===== src/rtl/pdm_pkg.sv =====
// Shared constants and types for the page DMA manager.
// Assumes a 32-bit input word and a 64-bit memory beat.
package pdm_pkg;
    localparam int WORD_W     = 32;
    localparam int BEAT_W     = 64;
    localparam int WORD_BYTES = WORD_W / 8;
    localparam int BEAT_BYTES = BEAT_W / 8;

    // Status flags carried with each completion entry
    typedef struct packed {
        logic eoe;
        logic err;
    } pdm_flags_t;
endpackage


===== src/rtl/pdm_fifo.sv =====
// Synchronous show-ahead FIFO.
// A push while full and a pop while empty are both ignored.
// Storage is not reset; only the pointers and the count are.
module pdm_fifo #(
    parameter int W     = 8,
    parameter int DEPTH = 4
) (
    input  logic         clk,
    input  logic         rst_n,
    input  logic         push,
    input  logic [W-1:0] push_data,
    input  logic         pop,
    output logic [W-1:0] pop_data,
    output logic         empty,
    output logic         full
);
    localparam int PTR_W = (DEPTH > 1) ? $clog2(DEPTH) : 1;
    localparam int CNT_W = $clog2(DEPTH + 1);

    logic [W-1:0]     store [DEPTH];
    logic [PTR_W-1:0] wr_ptr;
    logic [PTR_W-1:0] rd_ptr;
    logic [CNT_W-1:0] cnt;
    logic             do_push;
    logic             do_pop;

    assign empty    = (cnt == '0);
    assign full     = (cnt == CNT_W'(DEPTH));
    assign do_push  = push && !full;
    assign do_pop   = pop && !empty;
    assign pop_data = store[rd_ptr];

    // Write the incoming entry at the tail slot
    always_ff @(posedge clk) begin
        if (do_push) begin
            store[wr_ptr] <= push_data;
        end
    end

    // Advance the pointers with wrap-around and keep the fill count
    always_ff @(posedge clk) begin
        if (!rst_n) begin
            wr_ptr <= '0;
            rd_ptr <= '0;
            cnt    <= '0;
        end else begin
            if (do_push) begin
                wr_ptr <= (wr_ptr == PTR_W'(DEPTH - 1)) ? '0 : wr_ptr + 1'b1;
            end
            if (do_pop) begin
                rd_ptr <= (rd_ptr == PTR_W'(DEPTH - 1)) ? '0 : rd_ptr + 1'b1;
            end
            case ({do_push, do_pop})
                2'b10:   cnt <= cnt + 1'b1;
                2'b01:   cnt <= cnt - 1'b1;
                default: cnt <= cnt;
            endcase
        end
    end
endmodule


===== src/rtl/pdm_writer.sv =====
// Page writer engine. It opens a page from the free queue on the first
// word, packs word pairs into 64-bit beats, and drives a single beat
// register toward memory. It closes the page when the page is full or
// the event ends. The completion entry is released only after the last
// beat is accepted and the ready queue has room.
// Assumes page bases are aligned to PAGE_BYTES and PAGE_BYTES >= 8.
module pdm_writer
    import pdm_pkg::*;
#(
    parameter int ADDR_W     = 32,
    parameter int PAGE_BYTES = 4096,
    parameter int LEN_W      = 13
) (
    input  logic              clk,
    input  logic              rst_n,
    input  logic              in_valid,
    input  logic [WORD_W-1:0] in_data,
    input  logic              in_last,
    input  logic              in_err,
    output logic              in_ready,
    output logic              busy,
    input  logic              fr_empty,
    input  logic [ADDR_W-1:0] fr_head,
    output logic              fr_pop,
    output logic              mem_valid,
    output logic [ADDR_W-1:0] mem_addr,
    output logic [BEAT_W-1:0] mem_data,
    input  logic              mem_ready,
    input  logic              rq_full,
    output logic              rq_push,
    output logic [ADDR_W-1:0] rq_addr,
    output logic [LEN_W-1:0]  rq_len,
    output pdm_flags_t        rq_flags
);
    logic              have_page;
    logic [ADDR_W-1:0] base;
    logic [LEN_W-1:0]  cnt;
    logic              err_acc;
    logic [WORD_W-1:0] lo_word;
    logic              beat_v;
    logic              close_pend;
    logic [LEN_W-1:0]  pend_len;
    logic              pend_eoe;
    logic              pend_err;

    logic [ADDR_W-1:0] cur_base;
    logic [LEN_W-1:0]  cnt_next;
    logic [LEN_W-1:0]  beat_ofs;
    logic              take;
    logic              beat_end;
    logic              page_end;
    logic              close_go;

    // Handshake and page decisions for the current cycle
    always_comb begin
        busy     = !have_page && fr_empty;
        in_ready = !beat_v && !close_pend && !busy;
        take     = in_valid && in_ready;
        fr_pop   = take && !have_page;
        cur_base = have_page ? base : fr_head;
        cnt_next = cnt + LEN_W'(WORD_BYTES);
        beat_ofs = {cnt[LEN_W-1:3], 3'b000};
        beat_end = !cnt_next[2] || in_last;
        page_end = (cnt_next == LEN_W'(PAGE_BYTES)) || in_last;
        close_go = close_pend && !beat_v && !rq_full;
    end

    assign rq_push   = close_go;
    assign rq_addr   = base;
    assign rq_len    = pend_len;
    assign rq_flags  = '{eoe: pend_eoe, err: pend_err};
    assign mem_valid = beat_v;

    // Track the open page, its byte count and its sticky error flag
    always_ff @(posedge clk) begin
        if (!rst_n) begin
            have_page <= 1'b0;
            base      <= '0;
            cnt       <= '0;
            err_acc   <= 1'b0;
        end else if (close_go) begin
            have_page <= 1'b0;
            cnt       <= '0;
            err_acc   <= 1'b0;
        end else if (take) begin
            have_page <= 1'b1;
            base      <= cur_base;
            cnt       <= cnt_next;
            err_acc   <= err_acc | in_err;
        end
    end

    // Record a page close and hold it until the ready queue takes it
    always_ff @(posedge clk) begin
        if (!rst_n) begin
            close_pend <= 1'b0;
            pend_len   <= '0;
            pend_eoe   <= 1'b0;
            pend_err   <= 1'b0;
        end else if (close_go) begin
            close_pend <= 1'b0;
        end else if (take && page_end) begin
            close_pend <= 1'b1;
            pend_len   <= cnt_next;
            pend_eoe   <= in_last;
            pend_err   <= err_acc | in_err;
        end
    end

    // Hold the lower word of a beat until its partner arrives
    always_ff @(posedge clk) begin
        if (!rst_n) begin
            lo_word <= '0;
        end else if (take && !beat_end) begin
            lo_word <= in_data;
        end
    end

    // Load a finished beat and keep it until the memory master takes it
    always_ff @(posedge clk) begin
        if (!rst_n) begin
            beat_v   <= 1'b0;
            mem_addr <= '0;
            mem_data <= '0;
        end else if (take && beat_end) begin
            beat_v   <= 1'b1;
            mem_addr <= cur_base + ADDR_W'(beat_ofs);
            mem_data <= cnt[2] ? {in_data, lo_word} : {{WORD_W{1'b0}}, in_data};
        end else if (beat_v && mem_ready) begin
            beat_v <= 1'b0;
        end
    end
endmodule


===== src/rtl/page_dma_mgr.sv =====
// Free/ready page DMA manager top. Software fills a queue of free page
// addresses, the writer engine moves link words into those pages, and
// a queue of completion entries goes back to software.
// Assumes page addresses are PAGE_BYTES aligned.
module page_dma_mgr
    import pdm_pkg::*;
#(
    parameter  int ADDR_W      = 32,
    parameter  int PAGE_BYTES  = 4096,
    parameter  int FREE_DEPTH  = 16,
    parameter  int READY_DEPTH = 16,
    localparam int LEN_W       = $clog2(PAGE_BYTES) + 1
) (
    input  logic              clk,
    input  logic              rst_n,
    input  logic              free_wr_en,
    input  logic [ADDR_W-1:0] free_wr_addr,
    output logic              free_full,
    input  logic              in_valid,
    input  logic [31:0]       in_data,
    input  logic              in_last,
    input  logic              in_err,
    output logic              in_ready,
    output logic              busy,
    output logic              mem_valid,
    output logic [ADDR_W-1:0] mem_addr,
    output logic [63:0]       mem_data,
    input  logic              mem_ready,
    input  logic              rdy_rd_en,
    output logic              rdy_empty,
    output logic [ADDR_W-1:0] rdy_page_addr,
    output logic [LEN_W-1:0]  rdy_len,
    output logic              rdy_eoe,
    output logic              rdy_err
);
    localparam int RQ_W = ADDR_W + LEN_W + $bits(pdm_flags_t);

    logic              fr_empty;
    logic [ADDR_W-1:0] fr_head;
    logic              fr_pop;
    logic              rq_full;
    logic              rq_push;
    logic [ADDR_W-1:0] rq_addr;
    logic [LEN_W-1:0]  rq_len;
    pdm_flags_t        rq_flags;
    logic [RQ_W-1:0]   rq_head;
    pdm_flags_t        head_flags;

    pdm_fifo #(.W(ADDR_W), .DEPTH(FREE_DEPTH)) u_free_q (
        .clk       (clk),
        .rst_n     (rst_n),
        .push      (free_wr_en),
        .push_data (free_wr_addr),
        .pop       (fr_pop),
        .pop_data  (fr_head),
        .empty     (fr_empty),
        .full      (free_full)
    );

    pdm_writer #(.ADDR_W(ADDR_W), .PAGE_BYTES(PAGE_BYTES), .LEN_W(LEN_W)) u_writer (
        .clk       (clk),
        .rst_n     (rst_n),
        .in_valid  (in_valid),
        .in_data   (in_data),
        .in_last   (in_last),
        .in_err    (in_err),
        .in_ready  (in_ready),
        .busy      (busy),
        .fr_empty  (fr_empty),
        .fr_head   (fr_head),
        .fr_pop    (fr_pop),
        .mem_valid (mem_valid),
        .mem_addr  (mem_addr),
        .mem_data  (mem_data),
        .mem_ready (mem_ready),
        .rq_full   (rq_full),
        .rq_push   (rq_push),
        .rq_addr   (rq_addr),
        .rq_len    (rq_len),
        .rq_flags  (rq_flags)
    );

    pdm_fifo #(.W(RQ_W), .DEPTH(READY_DEPTH)) u_ready_q (
        .clk       (clk),
        .rst_n     (rst_n),
        .push      (rq_push),
        .push_data ({rq_addr, rq_len, rq_flags}),
        .pop       (rdy_rd_en),
        .pop_data  (rq_head),
        .empty     (rdy_empty),
        .full      (rq_full)
    );

    // Split the head completion entry into its fields
    always_comb begin
        rdy_page_addr = rq_head[RQ_W-1 -: ADDR_W];
        rdy_len       = rq_head[$bits(pdm_flags_t) +: LEN_W];
        head_flags    = pdm_flags_t'(rq_head[$bits(pdm_flags_t)-1:0]);
        rdy_eoe       = head_flags.eoe;
        rdy_err       = head_flags.err;
    end
endmodule


===== config.mk =====
export PLATFORM = sky130hd
export DESIGN_NAME = page_dma_mgr
export DESIGN_NICKNAME = d
export VERILOG_FILES = /design/src/rtl/pdm_pkg.sv /design/src/rtl/pdm_fifo.sv /design/src/rtl/pdm_writer.sv /design/src/rtl/page_dma_mgr.sv
export SDC_FILE = /design/constraint.sdc
export NUM_CORES = 1
export LEC_CHECK = 0
export BUFFER_PORTS_ARGS = -buffer_cell sky130_fd_sc_hd__buf_2
export CAP_MARGIN = 20
export CORE_MARGIN = 2
export CORE_UTILIZATION = 35
export CTS_BUF_LIST = sky130_fd_sc_hd__clkbuf_4
export CTS_CLUSTER_DIAMETER = 150
export DETAILED_ROUTE_END_ITERATION = 8
export REMOVE_ABC_BUFFERS = 1
export SLEW_MARGIN = 20
export SYNTH_ARGS = -nofsm -noshare
export SYNTH_HDL_FRONTEND = slang
export SYNTH_HIERARCHICAL = 1
export SYNTH_SLANG_ARGS = --single-unit

===== constraint.sdc =====
create_clock -name clk -period 6.92 [get_ports clk]
set_clock_uncertainty 0.05 [all_clocks]
set_input_delay 0.692 -clock clk [delete_from_list [all_inputs] [get_ports clk]]
set_output_delay 0.692 -clock clk [all_outputs]
set_load 0.01 [all_outputs]

Yosys cells after proc, flatten, opt, wreduce, memory -nomap -nowiden
Memory sizes are Yosys's and may differ from the RTL's. A register that Yosys moved wholly into a read port is not among the register bits.
Index checks and enable logic that the tools add are counted.
Storage, ports and cells
  memories: 2
  bits in writable memories: 1264
  output and inout bits: 148
  logic and storage cells: 97
  register bits after elaboration: 218
  input port bits: 72
Operators by class
  eq/ne operators: 11
  $add $sub $neg: 10
  bitwise logic cells: 3
  reductions and logical operators: 35
  multiplexer cells: 18
Memory list
  u_ready_q.store: words 16, bits a word 47, rd ports 1, clocked after Yosys merged registers in 1, wr ports 1, RTL line pdm_fifo.sv:20  | logic [W-1:0] store [DEPTH];
  u_free_q.store: words 16, bits a word 32, rd ports 1, clocked after Yosys merged registers in 1, wr ports 1, RTL line pdm_fifo.sv:20
Operators by type and width (count)
  $mux W64: 1
  $add A32 B13 Y32: 1
  $mux W32: 1
  $mux W4: 8
  $pmux W5 S2: 2
  $add A4 B1 Y4 const B: 4
  $eq A4 B4 Y1 const B: 4
  $logic_and A1 B1 Y1: 15
  $add A13 B3 Y13 const B: 1
  $eq A13 B13 Y1 const B: 1
  $add A5 B1 Y5 const B: 2
  $eq A5 B5 Y1 const B: 2
  $logic_not A1 Y1: 10
  $logic_not A5 Y1: 2
  $sub A5 B1 Y5 const B: 2
  $mux W1: 6
  $reduce_bool A2 Y1: 3
  $eq A2 B1 Y1 const B: 2
  $eq A2 B2 Y1 const B: 2
  $reduce_and A2 Y1: 2
  $logic_or A1 B1 Y1: 2
  $not A1 Y1: 2
  $reduce_or A2 Y1: 1
  $or A1 B1 Y1: 1

Longest topological paths before layout
  depth after elaboration: 9
  gate-level depth with buffers: 18
  gate-level depth less buffers: 14

By module
Netlist, hierarchy kept.
Modules (own cells, without submodules)
  pdm_fifo (u_ready_q): instances 1, area an instance 29199.3 µm², cells an instance 1156, seq. area each 22922.0 µm²
  pdm_fifo (u_free_q): instances 1, area an instance 20472.1 µm², cells an instance 824, seq. area each 15715.1 µm²
  pdm_writer: instances 1, area an instance 8535.7 µm², cells an instance 996, seq. area each 3763.6 µm²

Least setup slack after synthesis
Ideal clock, no wire load.
  path kind: register -> register
  start point: reg u_ready_q.cnt[1]
  end point: mem u_ready_q/store[0][0] (netlist name) (enable)
  arrival: 6.335 ns
  path buffers: 3
  library setup time: 0.585 ns
  path slack: -0.051 ns
  clock period less this slack: 6.971 ns
  required time: 6.285 ns
  cell stages (with the launch flop): 9
  path through: dfxtp_1 > clkbuf_1 > or4_1 > buf_2 > nor2_1 > nor3b_1 > o21ai_2 > buf_4 > nor4b_1
Between the ends
  cells in the longest elaborated chain, start to end: 6
RTL lines
  start, declared: RTL line pdm_fifo.sv:23  | logic [CNT_W-1:0] cnt;
  start signal, assigned: RTL line pdm_fifo.sv:54  | 2'b10: cnt <= cnt + 1'b1;
  start signal, assigned: RTL line pdm_fifo.sv:55  | 2'b01: cnt <= cnt - 1'b1;
  start signal, assigned: RTL line pdm_fifo.sv:56  | default: cnt <= cnt;
  $eq A5 B5 Y1: RTL line pdm_fifo.sv:28  | assign full = (cnt == CNT_W'(DEPTH));
  via rq_full: RTL line page_dma_mgr.sv:41  | logic rq_full;
  $logic_not A1 Y1: RTL line pdm_writer.sv:65  | close_go = close_pend && !beat_v && !rq_full;
  $logic_and A1 B1 Y1: RTL line pdm_writer.sv:65
  via rq_push: RTL line page_dma_mgr.sv:42  | logic rq_push;
  $logic_and A1 B1 Y1: RTL line pdm_fifo.sv:29  | assign do_push = push && !full;
  $mux W1: RTL line pdm_fifo.sv:35  | if (do_push) begin
  $mux W1 (not written as such): RTL line pdm_fifo.sv:36  | store[wr_ptr] <= push_data;
  end, declared: RTL line pdm_fifo.sv:20
The timed path passes the listed nets, and every way through them passes these cells.

==> impl_metrics.prom <==
# TYPE chip_impl_metric gauge
chip_impl_metric{name="area.growth.synth_to_final",unit="%"} 15.1
chip_impl_metric{name="cts-root-to-sink-buffers",unit=""} 4
chip_impl_info{name="result_of_the_run",value="finished, final reports clean"} 1
chip_impl_metric{name="timing.critical_path.required",unit="ns"} 7.97
chip_impl_metric{name="detailedRoute.firstPassIterationCount",unit=""} 7
chip_impl_metric{name="multi_input_area",unit="um^2"} 14800
chip_impl_metric{name="grt_start_max_net_pins",unit=""} 100
chip_impl_metric{name="placedCellCount",unit=""} 5255
chip_impl_metric{name="seq_area_frac_synth",unit=""} 0.728
chip_impl_metric{name="layout-drive-gt1-share",unit=""} 0.341
chip_impl_metric{name="worst_hold_slack",unit="ns"} 0.206
chip_impl_metric{name="grt_pass1_wl",unit="um"} 209000
chip_impl_info{name="mostFrequentLayoutCells",value="edfxtp_1 (1264), clkbuf_4 (570), mux4_2 (345)"} 1
chip_impl_metric{name="vias",unit=""} 31500
chip_impl_info{name="synth_top_flop_cell",value="edfxtp_1"} 1
chip_impl_metric{name="synth_edf_count",unit=""} 1264
chip_impl_info{name="worstSetupPathType",value="reg -> reg"} 1
chip_impl_metric{name="regToRegSetupSlack",unit="ns"} 1.76
chip_impl_metric{name="chipWidth",unit="um"} 412
chip_impl_metric{name="dp_hpwl",unit="um"} 78400
chip_impl_info{name="worst_hold_path.endpoint",value="u_writer/lo_word[23]"} 1
chip_impl_metric{name="maxSlewHeadroom",unit=""} 0.244
chip_impl_metric{name="io_buffers",unit=""} 219
chip_impl_metric{name="die_height",unit="um"} 412
chip_impl_metric{name="holdPathStages",unit=""} 4
chip_impl_metric{name="hold_viol",unit=""} 0
chip_impl_info{name="hp-start",value="in_data[23]"} 1
chip_impl_metric{name="pin_count",unit=""} 220
chip_impl_metric{name="detail-route-antenna-nets",unit=""} 0
chip_impl_metric{name="cellPowerDensity",unit="nW/um^2"} 332
chip_impl_metric{name="worst-r2r-cell-count",unit=""} 11
chip_impl_metric{name="power.leakage",unit="uW"} 0.0217
chip_impl_metric{name="synth_area",unit="um^2"} 58200
chip_impl_metric{name="average_via_count_per_standard_cell",unit=""} 5.26
chip_impl_metric{name="vdd_ir_drop_max",unit="mV"} 0.196
chip_impl_info{name="hold_path.class",value="in -> reg"} 1
chip_impl_metric{name="max_cap_violations",unit=""} 0
chip_impl_info{name="critical_path.startpoint_type",value="register"} 1
chip_impl_metric{name="wire_per_inst",unit="um"} 24.3
chip_impl_metric{name="fin_cells",unit=""} 5983
chip_impl_metric{name="drtIter0Drc",unit=""} 2904
chip_impl_metric{name="tritoncts.num_buffers",unit=""} 386
chip_impl_metric{name="cts_sinks",unit=""} 1486
chip_impl_metric{name="die-area",unit="um^2"} 170000
chip_impl_metric{name="drv_slew",unit=""} 0
chip_impl_metric{name="clock_slew_at_reported_path_ffs",unit="ns"} 0.06
chip_impl_metric{name="finalCriticalPeriod",unit="ns"} 5.16
chip_impl_metric{name="timing_worst_slew_pin_value",unit="ns"} 1.13
chip_impl_metric{name="gr-total-overflow",unit=""} 0
chip_impl_metric{name="gp_congestion",unit=""} 0.783
chip_impl_metric{name="fill_cells",unit=""} 14800
chip_impl_metric{name="first_global_vias",unit=""} 31300
chip_impl_metric{name="rows",unit=""} 149
chip_impl_metric{name="finalCritPeriodShare",unit=""} 0.746
chip_impl_metric{name="drc_errors",unit=""} 0
chip_impl_metric{name="worst_skew_pair_later_pin_latency",unit="ns"} 1.26
chip_impl_info{name="grt_setup_unrepaired",value="false"} 1
chip_impl_metric{name="setup_viol",unit=""} 0
chip_impl_metric{name="finalPower",unit="uW"} 22200
chip_impl_metric{name="synth-warning-count",unit=""} 6
chip_impl_metric{name="antenna_violations_before_repair",unit=""} 18
chip_impl_metric{name="placeableCoreArea",unit="um^2"} 165000
chip_impl_metric{name="post_synth.cell_area_avg",unit="um^2"} 19.6
chip_impl_metric{name="synth.lib_cells_used.distinct",unit=""} 72
chip_impl_metric{name="worstPathArrival",unit="ns"} 6.21
chip_impl_metric{name="synth_seq_cells",unit=""} 1486
chip_impl_metric{name="sequential_cell_area",unit="um^2"} 42400
chip_impl_metric{name="h_tree_levels",unit=""} 5
chip_impl_metric{name="syn-instance-count",unit=""} 2976
chip_impl_metric{name="initial_core_util",unit=""} 0.353
chip_impl_info{name="reg2reg_to",value="u_writer/mem_addr[13]"} 1
chip_impl_metric{name="crit_fanout",unit=""} 35
chip_impl_metric{name="post-route-util",unit=""} 0.406
chip_impl_metric{name="asyncSetResetFlopFracSynth",unit=""} 0
chip_impl_info{name="tritoncts",value="yes"} 1
chip_impl_info{name="final_common_cell",value="edfxtp_1"} 1
chip_impl_metric{name="timing.fmax",unit="MHz"} 194
chip_impl_metric{name="grt_util_all_layers",unit=""} 0.169
chip_impl_metric{name="final_nets",unit=""} 3626
chip_impl_metric{name="drt_wl_total",unit="um"} 145000
chip_impl_info{name="clockRootBuffer",value="clkbuf_4"} 1
chip_impl_info{name="timing.critical_path.to_type",value="register"} 1
repair_timing:
action | in CTS | in global routing
hold endpoints to repair | 672 | 0
setup buffers | 0 | 0
resized for setup | 0 | 0
hold buffers | 71 | 0
power by group:
| part | internal (uW) | switching (uW) |
|---|---|---|
| Sequential | 10400 | 695 |
| Clock | 3800 | 3380 |
| Combinational | 1760 | 2160 |
| Total | 16000 | 6230 |
worst max-delay path, cell delays in order (launching register included):
cell	delay [ns]
dfxtp_4	0.78
buf_4	0.57
mux4_1	0.61
mux4_2	0.53
mux2_2	0.30
ha_1	0.35
o21ai_0	0.26
o211ai_1	0.17
a221oi_2	0.72
nor2_1	0.17
xor2_1	0.20
a211oi_1	0.26
state kept, by name (all words and copies together), names as in the netlist, 4 cells and up, named ones only:
name	cells
u_writer/mem_data	64
u_writer/rq_addr	32
u_writer/mem_addr	32
u_free_q/wr_ptr	4
u_ready_q/cnt	5
u_free_q/store	512
u_ready_q/wr_ptr	4
u_free_q/rd_ptr	4
u_free_q/cnt	5
u_ready_q/rd_ptr	4
u_writer/lo_word	32
u_writer/rq_len	11
u_writer/cnt	11
u_ready_q/store	752
final cells by class:
class	instances	area share
multi-input cells	1288	0.221
inverters	16	0.000971
clock buffers	570	0.0639
well taps	2189	0.0409
clock inverters	72	0.00495
repair buffers	347	0.0339
diodes	15	0.000560
flip-flops and latches	1486	0.633
worst max path at each step:
stage	endpoint	startpoint	cells past startpoint
6_report	u_writer/mem_addr[13]	register	11
5_1_grt	u_writer/mem_addr[13]	register	11
4_1_cts	u_writer/mem_addr[13]	register	11
3_5_place_dp	u_writer/mem_addr[13]	register	11
3_3_place_gp	u_writer/mem_addr[13]	register	11
2_1_floorplan	rdy_eoe	register	2
layer usage:
| metal | vias to the layer above | track usage | part of all wire |
|---|---|---|---|
| met5 | - | 0 | 0.00089 |
| li1 | 13500 | - | - |
| met1 | 16500 | 0.224 | 0.42 |
| met2 | 1142 | 0.269 | 0.48 |
| met3 | 255 | 0.0475 | 0.075 |
| met4 | 20 | 0.0553 | 0.023 |
through the flow:
stage	setup slack, ns	instance area, um^2	setup TNS [ns]
floorplan	-2.69	57200	-155.25
global placement	1.88	61600	0
detailed placement	1.85	61600	0
CTS	1.72	67000	0
global route	1.31	67000	0
finish	1.76	67000	0
Yosys cell counts, types with 4 or more instances:
master | count | share of area
a21o_1 | 6 | 0.00077
edfxtp_1 | 1264 | 0.65
buf_4 | 7 | 0.00090
nor4_1 | 5 | 0.00054
nor2b_1 | 5 | 0.00054
o211ai_1 | 16 | 0.0021
a21oi_1 | 81 | 0.0070
ha_1 | 28 | 0.0060
and2_1 | 29 | 0.0031
buf_8 | 7 | 0.0018
buf_1 | 23 | 0.0015
and3_1 | 7 | 0.00075
mux2i_1 | 63 | 0.011
xor2_1 | 23 | 0.0035
o311ai_0 | 6 | 0.00090
or3_1 | 8 | 0.00086
o21ai_0 | 21 | 0.0018
a211oi_2 | 9 | 0.0019
buf_2 | 27 | 0.0023
dfxtp_1 | 222 | 0.076
a31oi_1 | 7 | 0.00075
nor4b_1 | 11 | 0.0017
nand2_1 | 140 | 0.0090
clkbuf_1 | 98 | 0.0063
mux4_2 | 345 | 0.13
nor3_1 | 19 | 0.0016
xnor2_1 | 15 | 0.0023
nand4_1 | 13 | 0.0014
nand4b_1 | 4 | 0.00060
or4_1 | 6 | 0.00077
a311o_1 | 5 | 0.00086
mux2_2 | 16 | 0.0031
inv_1 | 14 | 0.00090
o31ai_1 | 5 | 0.00064
mux4_1 | 50 | 0.023
a211oi_1 | 58 | 0.0075
nand3_1 | 41 | 0.0035
nand2b_1 | 6 | 0.00064
a22oi_1 | 33 | 0.0043
nor2_1 | 161 | 0.010
buf_6 | 22 | 0.0043
cell families (layout without fill, tap and decap cells):
family | Yosys count | count (layout) | synth area share
AOI/OAI and AO/OA | 277 | 277 | 0.0333
xor gates and xnor gates | 38 | 38 | 0.00572
adders and majority gates | 29 | 29 | 0.00636
buffers and inverters | 203 | 1005 | 0.0189
DFF | 1486 | 1486 | 0.728
muxes | 474 | 474 | 0.170
other | 1 | 17 | 0.0000644
and+or+nand+nor | 468 | 468 | 0.0372
No activity file was read; power rests on OpenSTA's default activity.
